**src/rtl/signal_update_seq.sv**
```systemverilog
module signal_update_seq #(
  parameter int AW = 32,
  parameter int DEPTH = 4,
  parameter int VAL_OFS = 8,
  parameter int MBOX_OFS = 16,
  parameter int EVT_OFS = 24,
  parameter logic signed [63:0] DIFF = -64'sd1
) (
  input  logic          clk,
  input  logic          rst_n,
  input  logic          req_valid,
  input  logic [AW-1:0] req_handle,
  output logic          req_full,
  output logic          mem_req_valid,
  input  logic          mem_req_ready,
  output logic [AW-1:0] mem_req_addr,
  output logic          mem_req_write,
  output logic [63:0]   mem_req_wdata,
  output logic          mem_req_tag,
  input  logic          mem_rsp_valid,
  input  logic          mem_rsp_tag,
  input  logic [63:0]   mem_rsp_rdata,
  output logic          done_valid,
  output logic [AW-1:0] done_handle,
  output logic          evt_valid,
  output logic [63:0]   evt_id
);
  localparam int PW = (DEPTH > 1) ? $clog2(DEPTH) : 1;
  localparam int CW = $clog2(DEPTH + 1);

  typedef enum logic [2:0] {V_RD, V_RDW, V_WR, V_WRW, V_DN} vst_t;
  typedef enum logic [2:0] {M_RD, M_RDW, M_EV, M_EVW, M_CL, M_CLW, M_DN} mst_t;

  logic [AW-1:0] fifo [DEPTH];
  logic [PW-1:0] wp, rp;
  logic [CW-1:0] cnt;
  logic          busy, lock_m;
  logic [AW-1:0] cur;
  logic [63:0]   vdata, evdata;
  vst_t          v_st;
  mst_t          m_st;

  logic push, pop, v_iss, m_iss, sel_v, fire, rsp_v, rsp_m;

  assign req_full = (cnt == CW'(DEPTH));
  assign push     = req_valid && !req_full;
  assign pop      = !busy && (cnt != '0);
  assign v_iss    = busy && (v_st == V_RD || v_st == V_WR);
  assign m_iss    = busy && (m_st == M_RD || m_st == M_EV || m_st == M_CL);
  assign sel_v    = v_iss && !lock_m;
  assign fire     = mem_req_valid && mem_req_ready;
  assign rsp_v    = mem_rsp_valid && !mem_rsp_tag;
  assign rsp_m    = mem_rsp_valid && mem_rsp_tag;

  assign mem_req_valid = v_iss || m_iss;
  assign mem_req_tag   = !sel_v;
  assign mem_req_write = sel_v ? (v_st == V_WR) : (m_st == M_CL);
  assign mem_req_wdata = sel_v ? vdata : evdata;
  assign mem_req_addr  = cur + (sel_v ? AW'(VAL_OFS) :
                                (m_st == M_EV) ? AW'(EVT_OFS) : AW'(MBOX_OFS));

  assign done_valid  = busy && v_st == V_DN && m_st == M_DN;
  assign done_handle = cur;
  assign evt_valid   = rsp_m && m_st == M_CLW;
  assign evt_id      = evdata;

  always_ff @(posedge clk) begin
    if (!rst_n) begin
      wp <= '0; rp <= '0; cnt <= '0;
      busy <= 1'b0; lock_m <= 1'b0; cur <= '0;
      vdata <= '0; evdata <= '0;
      v_st <= V_DN; m_st <= M_DN;
    end else begin
      if (push) begin
        fifo[wp] <= req_handle;
        wp <= (wp == PW'(DEPTH-1)) ? '0 : wp + 1'b1;
      end
      if (pop) begin
        cur  <= fifo[rp];
        rp   <= (rp == PW'(DEPTH-1)) ? '0 : rp + 1'b1;
        busy <= 1'b1;
        v_st <= V_RD;
        m_st <= M_RD;
      end
      cnt <= cnt + CW'(push) - CW'(pop);
      if (done_valid) busy <= 1'b0;
      lock_m <= mem_req_valid && !mem_req_ready && !sel_v;

      if (fire && sel_v)
        v_st <= (v_st == V_RD) ? V_RDW : V_WRW;
      else if (rsp_v && v_st == V_RDW) begin
        vdata <= mem_rsp_rdata + DIFF;
        v_st  <= V_WR;
      end else if (rsp_v && v_st == V_WRW)
        v_st <= V_DN;

      if (fire && !sel_v)
        m_st <= (m_st == M_RD) ? M_RDW : (m_st == M_EV) ? M_EVW : M_CLW;
      else if (rsp_m && m_st == M_RDW)
        m_st <= (mem_rsp_rdata == 64'd0) ? M_DN : M_EV;
      else if (rsp_m && m_st == M_EVW) begin
        evdata <= mem_rsp_rdata;
        m_st   <= M_CL;
      end else if (rsp_m && m_st == M_CLW)
        m_st <= M_DN;
    end
  end

  assert_req_hold_R9: assert property (@(posedge clk) disable iff (!rst_n)
    mem_req_valid && !mem_req_ready |=> mem_req_valid && $stable(mem_req_addr)
      && $stable(mem_req_write) && $stable(mem_req_wdata) && $stable(mem_req_tag));

  assert_done_pulse_R6: assert property (@(posedge clk) disable iff (!rst_n)
    done_valid |=> !done_valid);

  assert_evt_single_R5: assert property (@(posedge clk) disable iff (!rst_n)
    evt_valid |=> !evt_valid && m_st == M_DN);

  assert_zero_mbox_ends_R3: assert property (@(posedge clk) disable iff (!rst_n)
    rsp_m && m_st == M_RDW && mem_rsp_rdata == 64'd0 |=> m_st == M_DN);

  assert_full_ignored_R7: assert property (@(posedge clk) disable iff (!rst_n)
    req_full && req_valid |=> cnt <= $past(cnt));

  assert_writeback_R1: assert property (@(posedge clk) disable iff (!rst_n)
    rsp_v && v_st == V_RDW |=> vdata == $past(mem_rsp_rdata) + DIFF);
endmodule

```
**config.mk**
```make
export PLATFORM = sky130hd
export DESIGN_NAME = signal_update_seq
export DESIGN_NICKNAME = d
export VERILOG_FILES = /design/src/rtl/signal_update_seq.sv
export SDC_FILE = /design/constraint.sdc
export NUM_CORES = 1
export LEC_CHECK = 0
export BUFFER_PORTS_ARGS = -buffer_cell sky130_fd_sc_hd__buf_4
export CAP_MARGIN = 15
export CORE_MARGIN = 2
export CORE_UTILIZATION = 55
export CTS_CLUSTER_SIZE = 12
export DETAILED_ROUTE_END_ITERATION = 10
export PLACE_DENSITY = 0.83
export SYNTH_ARGS = -nofsm -noshare
export SYNTH_HDL_FRONTEND = slang
export SYNTH_SLANG_ARGS = --single-unit
```
**constraint.sdc**
```tcl
create_clock -name clk -period 3.7 [get_ports clk]
set_input_delay 0.555 -clock clk [delete_from_list [all_inputs] [get_ports clk]]
set_output_delay 0.555 -clock clk [all_outputs]
set_load 0.02 [all_outputs]
```
# [After elaboration in Yosys (flattened, before gate mapping)]
# Memory sizes are Yosys's and may differ from the RTL's. A register that Yosys moved wholly into a read port is not among the register bits.
# Cells that the tools add are included.
[op_classes] addsub=6 n_eq_ne=13 n_mux=21 bitwise_logic=4 n_reduce_logical=39
[ops] cell="adder 64 bit (second input constant)" n=1
[ops] cell="logical NOT 64 bit" n=1
[ops] cell="two-way mux 64 bit" n=1
[ops] cell="two-way mux 3 bit" n=11
[ops] cell="adder 32 x 5 -> 32 bit" n=1
[ops] cell="logical AND 1 bit" n=19
[ops] cell="equality test 3 bit (second input constant)" n=5
[ops] cell="equality test 3 x 2 -> 1 bit (second input constant)" n=4
[ops] cell="logical NOT 1 bit" n=7
[ops] cell="equality test 3 x 1 -> 1 bit (second input constant)" n=2
[ops] cell="logical NOT 3 bit" n=2
[ops] cell="two-way mux 2 bit" n=3
[ops] cell="two-way mux 5 bit" n=1
[ops] cell="nonzero test 5 bit" n=1
[ops] cell="adder 2 x 1 -> 2 bit (second input constant)" n=2
[ops] cell="equality test 2 bit (second input constant)" n=2
[ops] cell="logical OR 1 bit" n=4
[ops] cell="two-way mux 1 bit" n=4
[ops] cell="two-way mux 4 bit" n=1
[ops] cell="NOT 1 bit" n=4
[ops] cell="nonzero test 4 bit" n=1
[ops] cell="adder 3 x 1 -> 3 bit" n=1
[ops] cell="AND reduction 3 bit" n=1
[ops] cell="nonzero test 3 bit" n=1
[ops] cell="other kinds (3)" n=3
[word_totals] register_bits=143 mem_bits_rw=128 input_bits=102 output_inout_bits=198 wordCells=93 mem_count=1
[mem_list] memory="fifo" depth=4 width=32 read_ports=1 rd_ports_with_merged_regs=1 write_ports=1 line_no="34" source="logic [AW-1:0] fifo [DEPTH];"

# [Depth between registers and ports, before layout]
# Gate-level depths: netlist (run 1).
[logic_depth] word_depth=9 ltp_mapped=13 ltp_nobuf=11

# [Worst setup path before layout (run 1)]
# OpenSTA, ideal clock, no wires.
[synth_path] path_type="register -> output" from="register v_st[0]" to="output mem_req_addr[21]" t_arrival_ns=3.102 required_time_ns=3.145 setup_slack_ns=0.043 stages_incl_launch_ff=13 path_buffers=1 cell_sequence="dfxtp_1 -> nand2b_1 -> nor3_1 -> inv_1 -> clkbuf_1 -> o21ai_0 -> ha_1 -> inv_1 -> fa_1 -> nor2_1 -> nand2_1 -> nor3_1 -> xor2_1"
[synth_via] elab_chain_len=6 elab_cells_between_ends=7 classes_between="add/sub (1); eq/ne (1); mux (1); reduce/logical (4)"
[synth_lines] element="from (decl)" line_no="40" source="vst_t v_st;"
[synth_lines] element="from (signal assigned)" line_no="90" source="v_st <= (v_st == V_RD) ? V_RDW : V_WRW;"
[synth_lines] element="equality test 3 x 2 -> 1 bit / logical NOT 3 bit (equally long branches)" line_no="48" source="assign v_iss = busy && (v_st == V_RD || v_st == V_WR);"
[synth_lines] element="logical OR 1 bit (*)" line_no="48"
[synth_lines] element="logical AND 1 bit (*)" line_no="48"
[synth_lines] element="logical AND 1 bit (*)" line_no="50" source="assign sel_v = v_iss && !lock_m;"
[synth_lines] element="two-way mux 5 bit (*)" line_no="59" source="assign mem_req_addr = cur + (sel_v ? AW'(VAL_OFS) :"
[synth_lines] element="adder 32 x 5 -> 32 bit (*)" line_no="59"
[synth_lines] element="to (decl)" line_no="16" source="output logic [AW-1:0] mem_req_addr,"
# Every way passes the cells marked *; elsewhere a longest branch is shown, timed or not.

# [Worst setup path in the final report (run 1)]
[layout_path] from="register v_st[0]" to="output mem_req_addr[17]"
# The elaborated chain is that of the path after synthesis.

==> flow_metrics.env, run 1 <==
export IMPL_syn_area_um2=13630
export IMPL_drt_total_wl_um=39210
export IMPL_cp_max_fo=6
export IMPL_antenna_left=0
export IMPL_p_leak_nw=6.552
export IMPL_nets=1799
export IMPL_ys_seq_area_share_pct=53.90
export IMPL_placed_area_um2=16140
export IMPL_critical_path_slowest_cell="fa_2"
export IMPL_h_tree_depth=2
export IMPL_setup_viol=0
export IMPL_finalHoldViolCount=0
export IMPL_hp_class="in -> reg"
export IMPL_syn_inst=1421
export IMPL_drt_first_pass_iters=6
export IMPL_async_flop_share_pct=0
export IMPL_yosysUniqueCellTypes=56
export IMPL_required_ns=3.14
export IMPL_drt_iter0_markers=1140
export IMPL_ir_drop_uv=497.1
export IMPL_grt_pass1_vias=11555
export IMPL_viasPerCell=5.945
export IMPL_cellPowerDensity_nw_per_um2=582.1
export IMPL_crit_buf_inv=4
export IMPL_synth_edf_count=128
export IMPL_tns_ns=0
export IMPL_ys_ff_latch=303
export IMPL_drv_slew=0
export IMPL_clock_skew_ns=0.01616
export IMPL_numCtsBuffers=34
export IMPL_r2r_start="cnt[1]$_SDFF_PN0_"
export IMPL_min_period_ns=3.564
export IMPL_cp_startpoint="v_st[0]$_SDFFE_PN0P_"
export IMPL_clkLatencyLatePin_ns=0.51
export IMPL_wire_per_inst_um=19.31
export IMPL_crit_chain="nand2b_1 -> nor3_4 -> clkinv_4 -> o21ai_0 -> ha_2 -> inv_1 -> fa_2 -> nor2_4 -> buf_6 -> and3_1 -> xor2_1 -> buf_4"
export IMPL_area_delta_synth_final_pct=26.31
export IMPL_final_cell_mix="349 x nand2_1, 322 x buf_4, 174 x dfxtp_1"
export IMPL_endpoint_kind="primary output"
export IMPL_max_cap_viol_count=0
export IMPL_cpLargestDelayFamily="simple AND/OR/NAND/NOR gates"
export IMPL_io_pins=300
export IMPL_die_area_um2=26060
export IMPL_io_buffers=299
export IMPL_startpoint_type="flop"
export IMPL_cts_hold_buf=0
export IMPL_dp_slack_ns=0.1611
export IMPL_maxSlewHeadroom_pct=38.45
export IMPL_antenna_found_initial=0
export IMPL_cts_sinks=303
export IMPL_yosysWarnings=0
export IMPL_syn_avg_cell_area_um2=9.593
export IMPL_die_x_um=161.4
export IMPL_dr_total_vias=12068
export IMPL_grt_max_degree=78
export IMPL_drive_above_1_share_pct=25.67
export IMPL_gp_congestion=0.8517
export IMPL_clk_pin_slew_ns=0.06
export IMPL_arrival_ns=3.01
export IMPL_worstMarginPinSlew_ns=0.9233
export IMPL_timing_final_crit_share_pct=96.32
export IMPL_worst_slack_ns=0.1361
export IMPL_grt_usage_pct=28.95
export IMPL_antennaDiodeCount=0
export IMPL_design_area_um2=17220
export IMPL_clock_root_buffer="clkbuf_16"
export IMPL_chipHeight_um=161.4
export IMPL_cts_max_path_buffers=3
export IMPL_grt_pass1_wl_um=60360
export IMPL_fmax_ghz=0.2806
export IMPL_initial_core_util_pct=56.05
export IMPL_critPathKind="reg -> out"
export IMPL_synth_ff_type="dfxtp_1"
export IMPL_num_rows=57
export IMPL_drc=0
export IMPL_synth_nets=1536
export IMPL_hpwl_um=25980
export IMPL_final_common_cell="nand2_1"
export IMPL_outcome="finished, final reports clean"
export IMPL_grt_overflow_total=0
export IMPL_coreArea_um2=24320
export IMPL_hold_start="req_handle[31]"
export IMPL_rsz0062_at_grt="no"
export IMPL_cpPeakStageDelay_ns=0.38
export IMPL_cts_tree="done"
==> metal layers <==
metal,GRT usage (%),up-vias,part of all wire [%]
li1,-,5611,-
met4,10.43,0,3.1
met5,0,-,0
met2,51.30,568,51
met1,35.22,5787,38
met3,5.598,102,8.4
==> worst paths after layout <==
check                                 end  cells after the start  slack [ns]
setup / recovery         mem_req_addr[17]                     12        0.14
hold / removal      fifo[1][31]$_DFFE_PP_                      1        0.25
setup reg to reg        cnt[2]$_SDFF_PN0_                     11        0.82
hold reg to reg   evt_id[15]$_SDFFE_PN0P_                      2        0.47
==> cell usage after synthesis (2+ instances only) <==
library cell / instances / share of area, %
inv_1: 15 / 0.41
a21oi_1: 121 / 4.4
nor2_1: 56 / 1.5
mux4_2: 32 / 5.3
a31oi_1: 24 / 1.1
nand4_1: 15 / 0.69
or4_4: 2 / 0.17
nor4_1: 25 / 1.1
nand2b_1: 6 / 0.28
edfxtp_1: 128 / 28
buf_1: 4 / 0.11
nand2_1: 351 / 9.7
or3_1: 11 / 0.50
dfxtp_1: 175 / 26
nand3_1: 90 / 3.3
nand3b_1: 3 / 0.17
a311oi_1: 3 / 0.19
and2_1: 3 / 0.14
o21ai_0: 55 / 2.0
clkbuf_1: 91 / 2.5
or4_1: 17 / 0.94
and4_1: 8 / 0.51
buf_4: 3 / 0.17
nor4b_1: 2 / 0.13
nor3_1: 28 / 1.0
nor2b_1: 2 / 0.092
ha_1: 11 / 1.0
xor2_1: 13 / 0.84
o41ai_1: 4 / 0.26
or2_2: 7 / 0.32
xnor2_1: 45 / 2.9
or3_2: 2 / 0.11
a211oi_1: 17 / 0.94
o31ai_1: 17 / 0.94
a21o_1: 3 / 0.17
and3_1: 9 / 0.41
mux2_2: 2 / 0.17
fa_1: 2 / 0.29
o311ai_0: 2 / 0.13
==> through the flow <==
stage,hold WS [ns],power (mW),instances,util (%)
finish,0.2482,10.02,2030,70.80
global route,0.2312,10.45,2030,70.80
CTS,0.2306,10.05,2028,70.60
detailed placement,0.4606,6.942,1970,66.38
global placement,0.4576,6.852,1970,66.38
floorplan,0.4465,5.809,1421,-
==> report_power, final <==
group	internal [mW]	total, mW	switching [mW]
clock	1.79	3.10	1.31
combinational	1.15	2.78	1.63
sequential	3.76	4.14	0.372
==> kinds of logic after synthesis <==
logic type      count (synthesis)  share of synthesized area, %
compound gates                252                         10.53
xor+xnor                       58                         3.727
fa+ha+maj                      13                         1.303
buf+inv                       114                         3.222
flops                         303                         53.90
mux                            34                         5.452
simple gates                  647                         21.87
==> state kept, by name, indices dropped and copies added (netlist names), 2 cells and up <==
| register | cells |
|---|---|
| rp | 2 |
| done_handle | 32 |
| v_st | 3 |
| cnt | 3 |
| wp | 2 |
| m_st | 3 |
| fifo | 128 |
| vdata | 64 |
| evt_id | 64 |
==> repair_timing <==
item,4_1_cts,5_1_grt
hold endpoints to repair,0,0
resized for setup,4,9
pin swaps,1,3
setup buffers,0,2
setup endpoints to repair,21,11
==> layout make-up <==
cell class / count / area (um2)
clock inverters: 7 / 57.56
well taps: 324 / 405.4
inverters: 16 / 67.56
flip-flops and latches: 303 / 7348
fillers: 1802 / 7102
repair buffers: 325 / 2460
multi-input cells: 1004 / 5924
clock buffers: 51 / 954.7
(Power assumes the default switching activity.)
==> run 2, diff against run 1 <==
- MAX_ROUTING_LAYER: unset -> met4
==> flow_metrics.env, run 2 (synthesized netlist as in run 1, its figures left out) <==
export IMPL_dr_total_vias=12082
export IMPL_p_leak_nw=6.552
export IMPL_maxSlewHeadroom_pct=37.99
export IMPL_grt_pass1_vias=11538
export IMPL_hold_start="req_handle[31]"
export IMPL_largest_register="fifo"
export IMPL_fmax_ghz=0.2800
export IMPL_place_inst=1970
export IMPL_outcome="finished, final reports clean"
export IMPL_r2r_cells=11
export IMPL_die_x_um=161.4
export IMPL_antenna_found_initial=0
export IMPL_drc=0
export IMPL_nets=1799
export IMPL_finalHoldViolCount=0
export IMPL_initial_core_util_pct=56.05
export IMPL_num_fill_cells=1802
export IMPL_hp_class="in -> reg"
export IMPL_clock_skew_ns=0.01659
export IMPL_holdPathEnd="fifo[1][31]$_DFFE_PP_"
export IMPL_drt_iter0_markers=1233
export IMPL_power_mw=10.02
export IMPL_drv_slew=0
export IMPL_h_tree_depth=2
export IMPL_final_common_cell="nand2_1"
export IMPL_tns_ns=0
export IMPL_timing_rr_end="cnt[2]$_SDFF_PN0_"
export IMPL_chipHeight_um=161.4
export IMPL_cp_max_fo=6
export IMPL_antenna_left=0
export IMPL_max_cap_viol_count=0
export IMPL_ir_drop_uv=497.1
export IMPL_viasPerCell=5.952
export IMPL_hold_depth=1
export IMPL_antennaDiodeCount=0
export IMPL_arrival_ns=3.02
export IMPL_cts_sinks=303
export IMPL_endpoint_kind="primary output"
export IMPL_rrSetupSlack_ns=0.81
export IMPL_clock_root_buffer="clkbuf_16"
export IMPL_drt_total_wl_um=39200
export IMPL_io_buffers=299
export IMPL_cellPowerDensity_nw_per_um2=582.0
export IMPL_numCtsBuffers=34
export IMPL_cts_max_path_buffers=3
export IMPL_min_period_ns=3.571
export IMPL_num_rows=57
export IMPL_rsz0062_at_grt="no"
export IMPL_worst_slack_ns=0.1287
export IMPL_layout_cells_non_filler=2030
export IMPL_area_delta_synth_final_pct=26.31
export IMPL_gp_congestion=0.8652
export IMPL_r2r_start="cnt[1]$_SDFF_PN0_"
export IMPL_grt_pass1_wl_um=60350
export IMPL_cts_tree="done"
export IMPL_required_ns=3.14
export IMPL_worstMarginPinSlew_ns=0.9301
export IMPL_drive_above_1_share_pct=25.67
export IMPL_hpwl_um=25980
export IMPL_largest_reg_flops=128
export IMPL_hold_ws_ns=0.2456
export IMPL_clkLatencyLatePin_ns=0.51
export IMPL_die_area_um2=26060
export IMPL_startpoint_type="flop"
export IMPL_grt_overflow_total=0
export IMPL_wire_per_inst_um=19.31
export IMPL_drt_first_pass_iters=5
export IMPL_dp_slack_ns=0.1611
export IMPL_grt_max_degree=78
export IMPL_coreArea_um2=24320
export IMPL_final_cell_mix="349 x nand2_1, 322 x buf_4, 174 x dfxtp_1"
export IMPL_timing_final_crit_share_pct=96.52
export IMPL_grt_usage_pct=29.85
export IMPL_critPathKind="reg -> out"
export IMPL_setup_viol=0
export IMPL_io_pins=300
export IMPL_clk_pin_slew_ns=0.06
==> run 2: worst max-delay path by stage <==
stage / from / endpoint / slack, ns / cells past startpoint
final: v_st[0]$_SDFFE_PN0P_ / mem_req_addr[17] / 0.13 / 12
after global routing: v_st[0]$_SDFFE_PN0P_ / mem_req_addr[17] / 0.009 / 12
after CTS: v_st[0]$_SDFFE_PN0P_ / mem_req_addr[17] / 0.02 / 12
after detailed placement: v_st[0]$_SDFFE_PN0P_ / mem_req_addr[21] / 0.16 / 12
after global placement: v_st[0]$_SDFFE_PN0P_ / mem_req_addr[21] / 0.24 / 12
after floorplan: v_st[0]$_SDFFE_PN0P_ / mem_req_addr[21] / 0.04 / 12
==> run 2: per-layer routing <==
layer | track usage, % | share of wire, %
met5 | - | 0
met4 | 10.43 | 3.2
met3 | 5.470 | 8.7
met2 | 51.26 | 50
met1 | 35.38 | 38
==> run 2: what timing repair did <==
action / 4_1_cts / 5_1_grt
hold buffers: 0 / 0
setup buffers: 0 / 2
resized for setup: 4 / 9
endpoints found under the setup margin: 21 / 11
pin swaps: 1 / 3
==> run 2: layout make-up <==
class | count | area (um2) | share of cell area [%]
inverters | 16 | 67.56 | 0.3924
multi-input cells | 1004 | 5924 | 34.41
clock buffers | 51 | 954.7 | 5.545
flip-flops and latches | 303 | 7348 | 42.68
repair buffers | 325 | 2460 | 14.29
well taps | 324 | 405.4 | 2.354
clock inverters | 7 | 57.56 | 0.3343
==> run 2: power by group <==
| group | switching [mW] | internal [mW] | total (mW) |
|---|---|---|---|
| combinational | 1.63 | 1.15 | 2.78 |
| clock | 1.31 | 1.79 | 3.10 |
| sequential | 0.370 | 3.76 | 4.13 |
==> run 2: metrics by stage <==
stage                     instance area (um2)  utilization (%)
after detailed placement                16140            66.38
after floorplan                         13630                -
final                                   17220            70.80
after global routing                    17220            70.80
after global placement                  16140            66.38
after CTS                               17170            70.60
==> run 2: critical path: stages, from the launching register on <==
cell and delay (ns):
dfxtp_1 0.33, nand2b_1 0.20, nor3_4 0.26, clkinv_4 0.07, o21ai_0 0.09, ha_2 0.21
inv_1 0.05, fa_2 0.38, nor2_4 0.24, buf_6 0.16, and3_1 0.17, xor2_1 0.17
buf_4 0.17
